**src/rtl/imm_exec_pkg.sv**
```systemverilog
package imm_exec_pkg;
  localparam int DATA_W   = 8;
  localparam int REG_N    = 32;
  localparam int ADDR_W   = $clog2(REG_N);
  localparam int WORD_W   = 2 * DATA_W;
  localparam int KW_W     = 6;
  localparam int PAIR_BASE = 24;

  typedef enum logic [2:0] {
    OP_NONE, OP_ROL, OP_COM, OP_ADD, OP_AND, OP_LDI, OP_ORI, OP_ADIW
  } op_e;

  typedef struct packed {
    op_e               op;
    logic [ADDR_W-1:0] rd;
    logic [ADDR_W-1:0] rr;
    logic [DATA_W-1:0] k;
  } dec_t;
endpackage

```
**src/rtl/imm_decode.sv**
```systemverilog
module imm_decode
  import imm_exec_pkg::*;
(
  input  logic [15:0] instr,
  output dec_t        dec
);
  logic [ADDR_W-1:0] pair_lo;

  always_comb begin
    pair_lo = ADDR_W'(PAIR_BASE + 2 * int'(instr[5:4]));
    dec     = '0;
    dec.op  = OP_NONE;
    if (instr[15:10] == 6'b000011) begin
      dec.op = OP_ADD;
      dec.rd = instr[8:4];
      dec.rr = {instr[9], instr[3:0]};
    end else if (instr[15:10] == 6'b001000) begin
      dec.op = OP_AND;
      dec.rd = instr[8:4];
      dec.rr = {instr[9], instr[3:0]};
    end else if (instr[15:12] == 4'b1110 || instr[15:12] == 4'b0110) begin
      dec.op = (instr[15]) ? OP_LDI : OP_ORI;
      dec.rd = {1'b1, instr[7:4]};
      dec.k  = {instr[11:8], instr[3:0]};
    end else if (instr[15:9] == 7'b1001010 && instr[3:0] == 4'h0) begin
      dec.op = OP_COM;
      dec.rd = instr[8:4];
    end else if (instr[15:9] == 7'b1001010 && instr[3:0] == 4'h7) begin
      dec.op = OP_ROL;
      dec.rd = instr[8:4];
    end else if (instr[15:8] == 8'h96) begin
      dec.op = OP_ADIW;
      dec.rd = pair_lo;
      dec.k  = DATA_W'({instr[7:6], instr[3:0]});
    end
  end


  always_comb begin
    if (dec.op == OP_LDI || dec.op == OP_ORI)
      upper_half_chk: assert (dec.rd >= ADDR_W'(REG_N / 2));
  end
endmodule

```
**src/rtl/imm_alu.sv**
```systemverilog
module imm_alu
  import imm_exec_pkg::*;
(
  input  op_e               op,
  input  logic [DATA_W-1:0] a,
  input  logic [DATA_W-1:0] b,
  input  logic [DATA_W-1:0] a_hi,
  input  logic [DATA_W-1:0] k,
  input  logic              c_in,
  output logic [DATA_W-1:0] res_lo,
  output logic [DATA_W-1:0] res_hi,
  output logic              we_lo,
  output logic              we_hi,
  output logic              c_we,
  output logic              c_out,
  output logic              z_we,
  output logic              z_out
);
  logic [DATA_W:0] sum8;
  logic [WORD_W:0] sum16;

  always_comb begin
    sum8   = {1'b0, a} + {1'b0, b};
    sum16  = {1'b0, a_hi, a} + (WORD_W + 1)'(k[KW_W-1:0]);
    res_lo = '0;
    res_hi = '0;
    we_lo  = 1'b0;
    we_hi  = 1'b0;
    c_we   = 1'b0;
    c_out  = c_in;
    z_we   = 1'b0;
    z_out  = 1'b0;
    unique case (op)
      OP_ROL: begin
        res_lo = {a[DATA_W-2:0], c_in};
        we_lo = 1'b1; c_we = 1'b1; c_out = a[DATA_W-1]; z_we = 1'b1;
      end
      OP_COM: begin
        res_lo = ~a;
        we_lo = 1'b1; c_we = 1'b1; c_out = 1'b1; z_we = 1'b1;
      end
      OP_ADD: begin
        res_lo = sum8[DATA_W-1:0];
        we_lo = 1'b1; c_we = 1'b1; c_out = sum8[DATA_W]; z_we = 1'b1;
      end
      OP_AND: begin
        res_lo = a & b;
        we_lo = 1'b1; z_we = 1'b1;
      end
      OP_LDI: begin
        res_lo = k;
        we_lo = 1'b1;
      end
      OP_ORI: begin
        res_lo = a | k;
        we_lo = 1'b1; z_we = 1'b1;
      end
      OP_ADIW: begin
        res_lo = sum16[DATA_W-1:0];
        res_hi = sum16[WORD_W-1:DATA_W];
        we_lo = 1'b1; we_hi = 1'b1;
        c_we = 1'b1; c_out = sum16[WORD_W]; z_we = 1'b1;
      end
      default: ;
    endcase
    if (op == OP_ADIW) z_out = ({res_hi, res_lo} == '0);
    else               z_out = (res_lo == '0);
  end
endmodule

```
**src/rtl/imm_regfile.sv**
```systemverilog
module imm_regfile
  import imm_exec_pkg::*;
(
  input  logic              clk,
  input  logic              rst,
  input  logic [ADDR_W-1:0] ra_a,
  input  logic [ADDR_W-1:0] ra_b,
  input  logic [ADDR_W-1:0] ra_c,
  output logic [DATA_W-1:0] rd_a,
  output logic [DATA_W-1:0] rd_b,
  output logic [DATA_W-1:0] rd_c,
  input  logic              we_lo,
  input  logic [ADDR_W-1:0] wa_lo,
  input  logic [DATA_W-1:0] wd_lo,
  input  logic              we_hi,
  input  logic [ADDR_W-1:0] wa_hi,
  input  logic [DATA_W-1:0] wd_hi,
  input  logic [ADDR_W-1:0] dbg_addr,
  output logic [DATA_W-1:0] dbg_data
);
  logic [DATA_W-1:0] mem [REG_N];

  assign rd_a = mem[ra_a];
  assign rd_b = mem[ra_b];
  assign rd_c = mem[ra_c];

  always_ff @(posedge clk) begin
    if (rst) begin
      for (int i = 0; i < REG_N; i++) mem[i] <= '0;
      dbg_data <= '0;
    end else begin
      dbg_data <= mem[dbg_addr];
      if (we_lo) mem[wa_lo] <= wd_lo;
      if (we_hi) mem[wa_hi] <= wd_hi;
    end
  end


  pair_write_chk: assert property (@(posedge clk) disable iff (rst)
    we_hi |-> (we_lo && wa_hi == wa_lo + 1'b1 && !wa_lo[0]
               && wa_lo >= ADDR_W'(PAIR_BASE)));
endmodule

```
**src/rtl/imm_exec_unit.sv**
```systemverilog
module imm_exec_unit
  import imm_exec_pkg::*;
(
  input  logic              clk,
  input  logic              rst,
  input  logic              instr_valid,
  input  logic [15:0]       instr,
  input  logic [ADDR_W-1:0] dbg_addr,
  output logic [DATA_W-1:0] dbg_data,
  output logic              carry_flag,
  output logic              zero_flag
);
  dec_t              dec;
  logic [DATA_W-1:0] opa, opb, opa_hi, res_lo, res_hi;
  logic              we_lo, we_hi, c_we, c_out, z_we, z_out;
  logic [ADDR_W-1:0] rd_hi;

  assign rd_hi = {dec.rd[ADDR_W-1:1], 1'b1};

  imm_decode u_dec (.instr(instr), .dec(dec));

  imm_regfile u_rf (
    .clk(clk), .rst(rst),
    .ra_a(dec.rd), .ra_b(dec.rr), .ra_c(rd_hi),
    .rd_a(opa), .rd_b(opb), .rd_c(opa_hi),
    .we_lo(we_lo && instr_valid), .wa_lo(dec.rd), .wd_lo(res_lo),
    .we_hi(we_hi && instr_valid), .wa_hi(rd_hi), .wd_hi(res_hi),
    .dbg_addr(dbg_addr), .dbg_data(dbg_data)
  );

  imm_alu u_alu (
    .op(dec.op), .a(opa), .b(opb), .a_hi(opa_hi), .k(dec.k), .c_in(carry_flag),
    .res_lo(res_lo), .res_hi(res_hi), .we_lo(we_lo), .we_hi(we_hi),
    .c_we(c_we), .c_out(c_out), .z_we(z_we), .z_out(z_out)
  );

  always_ff @(posedge clk) begin
    if (rst) begin
      carry_flag <= 1'b0;
      zero_flag  <= 1'b0;
    end else if (instr_valid) begin
      if (c_we) carry_flag <= c_out;
      if (z_we) zero_flag  <= z_out;
    end
  end


  idle_flags_chk: assert property (@(posedge clk) disable iff (rst)
    !instr_valid |=> ($stable(carry_flag) && $stable(zero_flag)));


  com_carry_chk: assert property (@(posedge clk) disable iff (rst)
    (instr_valid && dec.op == OP_COM) |=> carry_flag);


  ldi_flags_chk: assert property (@(posedge clk) disable iff (rst)
    (instr_valid && dec.op == OP_LDI) |=> ($stable(carry_flag) && $stable(zero_flag)));


  unknown_flags_chk: assert property (@(posedge clk) disable iff (rst)
    (instr_valid && dec.op == OP_NONE) |=> ($stable(carry_flag) && $stable(zero_flag)));
endmodule

```
**config.mk**
```make
export PLATFORM = sky130hd
export DESIGN_NAME = imm_exec_unit
export DESIGN_NICKNAME = d
export VERILOG_FILES = /design/src/rtl/imm_exec_pkg.sv /design/src/rtl/imm_decode.sv /design/src/rtl/imm_alu.sv /design/src/rtl/imm_regfile.sv /design/src/rtl/imm_exec_unit.sv
export SDC_FILE = /design/constraint.sdc
export NUM_CORES = 1
export LEC_CHECK = 0
export CAP_MARGIN = 10
export CORE_MARGIN = 5
export CORE_UTILIZATION = 40
export CTS_CLUSTER_DIAMETER = 50
export DETAILED_ROUTE_END_ITERATION = 10
export PLACE_DENSITY_LB_ADDON = 0.05
export SLEW_MARGIN = 10
export SYNTH_ARGS = -nofsm -noshare
export SYNTH_HDL_FRONTEND = slang
export SYNTH_SLANG_ARGS = --single-unit
```
**constraint.sdc**
```tcl
create_clock -name clk -period 14.7 [get_ports clk]
set_input_delay 2.205 -clock clk [delete_from_list [all_inputs] [get_ports clk]]
set_output_delay 2.205 -clock clk [all_outputs]
set_load 0.1 [all_outputs]
```
==> results.sh <==
export IMPL_drv_cap=0
export IMPL_syn_nets=2033
export IMPL_grt_max_degree=65
export IMPL_worst_slack_ns=5.622
export IMPL_worstPathMaxFanout=32
export IMPL_synth_area_leaders="edfxtp_1, mux4_2, nand2_1"
export IMPL_max_freq_mhz=110.2
export IMPL_fin_nets=1979
export IMPL_avgRoutedWirePerCell_um=36.08
export IMPL_mostFrequentLayoutCell="nand2_1"
export IMPL_reg2reg_from="u_rf.mem[3][6]$_DFFE_PP_"
export IMPL_finalWirelength_um=93050
export IMPL_num_io_pins=34
export IMPL_ir_drop_mv=0.09535
export IMPL_hold_buffers=0
export IMPL_syn_instance_count=1988
export IMPL_core_mm2=0.04765
export IMPL_seqPwrFrac_pct=41.5
export IMPL_hold_class="flop to flop"
export IMPL_power_frac_comb_pct=16.1
export IMPL_grt_total_usage_pct=34.16
export IMPL_cts_sinks=266
export IMPL_core_rowCount=80
export IMPL_netlist_area_mm2=0.01925
export IMPL_cts_setup_buffers=0
export IMPL_ys_flop_type="edfxtp_1"
export IMPL_clockPowerShare_pct=42.5
export IMPL_synth_top_area_share_pct=39.93
export IMPL_outcome="completed"
export IMPL_required_ns=14.96
export IMPL_ys_async_sr_fraction_pct=0
export IMPL_grt_pass1_wl_um=131300
export IMPL_die_y_um=229.4
export IMPL_yosysTopAreaCell="edfxtp_1"
export IMPL_power_density_mw_per_mm2=102.2
export IMPL_intPower_mw=1.516
export IMPL_switchingPower_mw=0.6574
export IMPL_hold_violations=0
export IMPL_hpwl_um=64230
export IMPL_min_period_over_period_pct=61.76
export IMPL_ys_warn_count=0
export IMPL_slew_headroom_pct=19.57
export IMPL_startpoint_type="input pin"
export IMPL_final_cells=2579
export IMPL_cts_resized=0
export IMPL_place_ws_ns=5.166
export IMPL_vias_per_cell=7.275
export IMPL_fin_skew_ns=0.02956
export IMPL_synth_area_per_cell_um2=9.684
export IMPL_synth_cell_types=92
export IMPL_portBuffers=33
export IMPL_syn2layout_area_growth_pct=10.44
export IMPL_h_tree_depth=2
export IMPL_die_area_mm2=0.05262
export IMPL_slew_violations=0
export IMPL_cts_tree="built"
export IMPL_grt_pass1_vias=17190
export IMPL_drc_errors=0
export IMPL_cellLeakagePower_nw=7.033
export IMPL_first_pass_iters=7
export IMPL_ys_ff_latch=266
export IMPL_gp_congestion=0.9869
export IMPL_setup_violations_final=0
export IMPL_overflow=0
export IMPL_cp_startpoint="instr[2]"
export IMPL_worstMarginPinSlew_ns=1.197
export IMPL_antenna_found_initial=2
export IMPL_period_minus_slack_ns=9.078
export IMPL_final_cell_mix="nand2_1, nor2_1, edfxtp_1, mux2i_1, mux4_2"
export IMPL_switching_share_pct=30.25
export IMPL_arrival_ns=9.34
export IMPL_post_dp_cell_area_mm2=0.02000
export IMPL_final_cell_area_mm2=0.02126
export IMPL_numCtsBuffers=37
export IMPL_vias=18760
export IMPL_total_power_mw=2.173
export IMPL_clkTransAtPathRegs_ns=0.06
export IMPL_placedCellCount=2510
export IMPL_end_kind="flop"
export IMPL_crit_type="input pin to flop"
export IMPL_cts_root_buffer="clkbuf_16"
export IMPL_fp_dieW_um=229.4
export IMPL_initial_core_util_pct=40.40
export IMPL_synth_edff_count=256
export IMPL_ant_nets=0
export IMPL_initialDrtViolationCount=3194
export IMPL_seq_area_frac_synth_pct=40.97
export IMPL_drive_above_1_share_pct=12.63
export IMPL_finalSetupTns_ns=0
export IMPL_hold_start="zero_flag$_SDFFE_PP0P_"
export IMPL_cts_max_path_buffers=3
export IMPL_worstSkewPairLatency_ns=0.57
export IMPL_grt_setup_unrepaired="false"
cell type report:
cell class	count	area, µm²
Inverter	31	116.4
Timing Repair Buffer	87	718.2
Sequential cell	266	7888
Clock buffer	46	980.9
Tap cell	615	769.5
Multi-Input combinational cell	1511	10510
Clock inverter	22	276.5
Antenna cell	1	2.502
Fill cell	4595	26390
metrics by stage:
| step | util [%] | hold WS [ns] |
|---|---|---|
| after detailed placement | 41.98 | 0.5000 |
| after global routing | 44.62 | 0.5288 |
| after floorplan | - | 0.9126 |
| after CTS | 44.62 | 0.5092 |
| after global placement | 41.98 | 0.4965 |
| final | 44.62 | 0.5082 |
cells by family after synthesis:
kind of cell             synth area share, %
adder cells (fa/ha/maj)                1.404
AO/OA/AOI/OAI                          17.61
buffers and inverters                  4.692
multiplexers                           14.70
flip-flops                             40.97
XOR/XNOR                              0.3185
AND/OR/NAND/NOR                        20.30
routing by layer:
layer	vias to the layer above	share of wire (%)	global-route usage, %
li1	7584	-	-
met1	9370	39	47.25
met2	1514	42	49.49
met3	292	14	9.747
met4	2	6.1	16.22
met5	-	0.014	0
sequential cells by signal, summed over array words and instances, names as in the netlist:
| name | count |
|---|---|
| zero_flag | 1 |
| u_rf.dbg_data | 8 |
| carry_flag | 1 |
| u_rf.mem | 256 |
cells in the mapped netlist (11+ instances only):
cell type / n
a211oi_1: 33
a21oi_1: 42
a221oi_1: 65
a22oi_1: 27
a31oi_1: 34
and3_1: 33
buf_1: 29
buf_2: 35
clkbuf_1: 104
edfxtp_1: 256
ha_1: 20
inv_1: 30
mux2_2: 11
mux2i_1: 88
mux4_2: 81
nand2_1: 298
nand2b_1: 33
nand3_1: 56
nand4_1: 18
nor2_1: 276
nor3_1: 65
o211ai_1: 12
o21ai_0: 42
o221ai_1: 50
o22ai_1: 35
o31ai_1: 12
o32ai_1: 12
power by group through the flow:
| stage | Combinational (mW) | Sequential (mW) | Clock [mW] |
|---|---|---|---|
| floorplan | 0.207 | 0.903 | 0 |
| global placement | 0.336 | 0.914 | 0 |
| detailed placement | 0.337 | 0.913 | 0 |
| CTS | 0.338 | 0.898 | 0.932 |
| global route | 0.361 | 0.901 | 0.965 |
| finish | 0.349 | 0.901 | 0.923 |
worst paths after layout:
check | endpoint | slack [ns] | depth (start not counted)
max | u_rf.mem[31][7]$_DFFE_PP_ | 5.62 | 19
min | zero_flag$_SDFFE_PP0P_ | 0.51 | 2
max reg2reg | u_rf.mem[31][7]$_DFFE_PP_ | 9.20 | 14
min reg2reg | zero_flag$_SDFFE_PP0P_ | 0.51 | 2
critical path, stage by stage:
cell and delay (ns):
clkdlybuf4s50_1 1.01, nand3_1 0.42, a2111oi_2 0.53, a21o_1 0.46
and3_1 0.91, a22oi_1 0.44, and4_1 0.48, ha_1 0.31
a21o_1 0.16, a21oi_1 0.22, o21bai_1 0.12, a21oi_1 0.25
nor2b_1 0.08, nor2_1 0.21, nor4_4 0.08, xnor2_1 0.17
o221ai_1 0.21, nor2_4 0.85, o22ai_1 0.15
No activity file was read; power rests on OpenSTA's default activity.
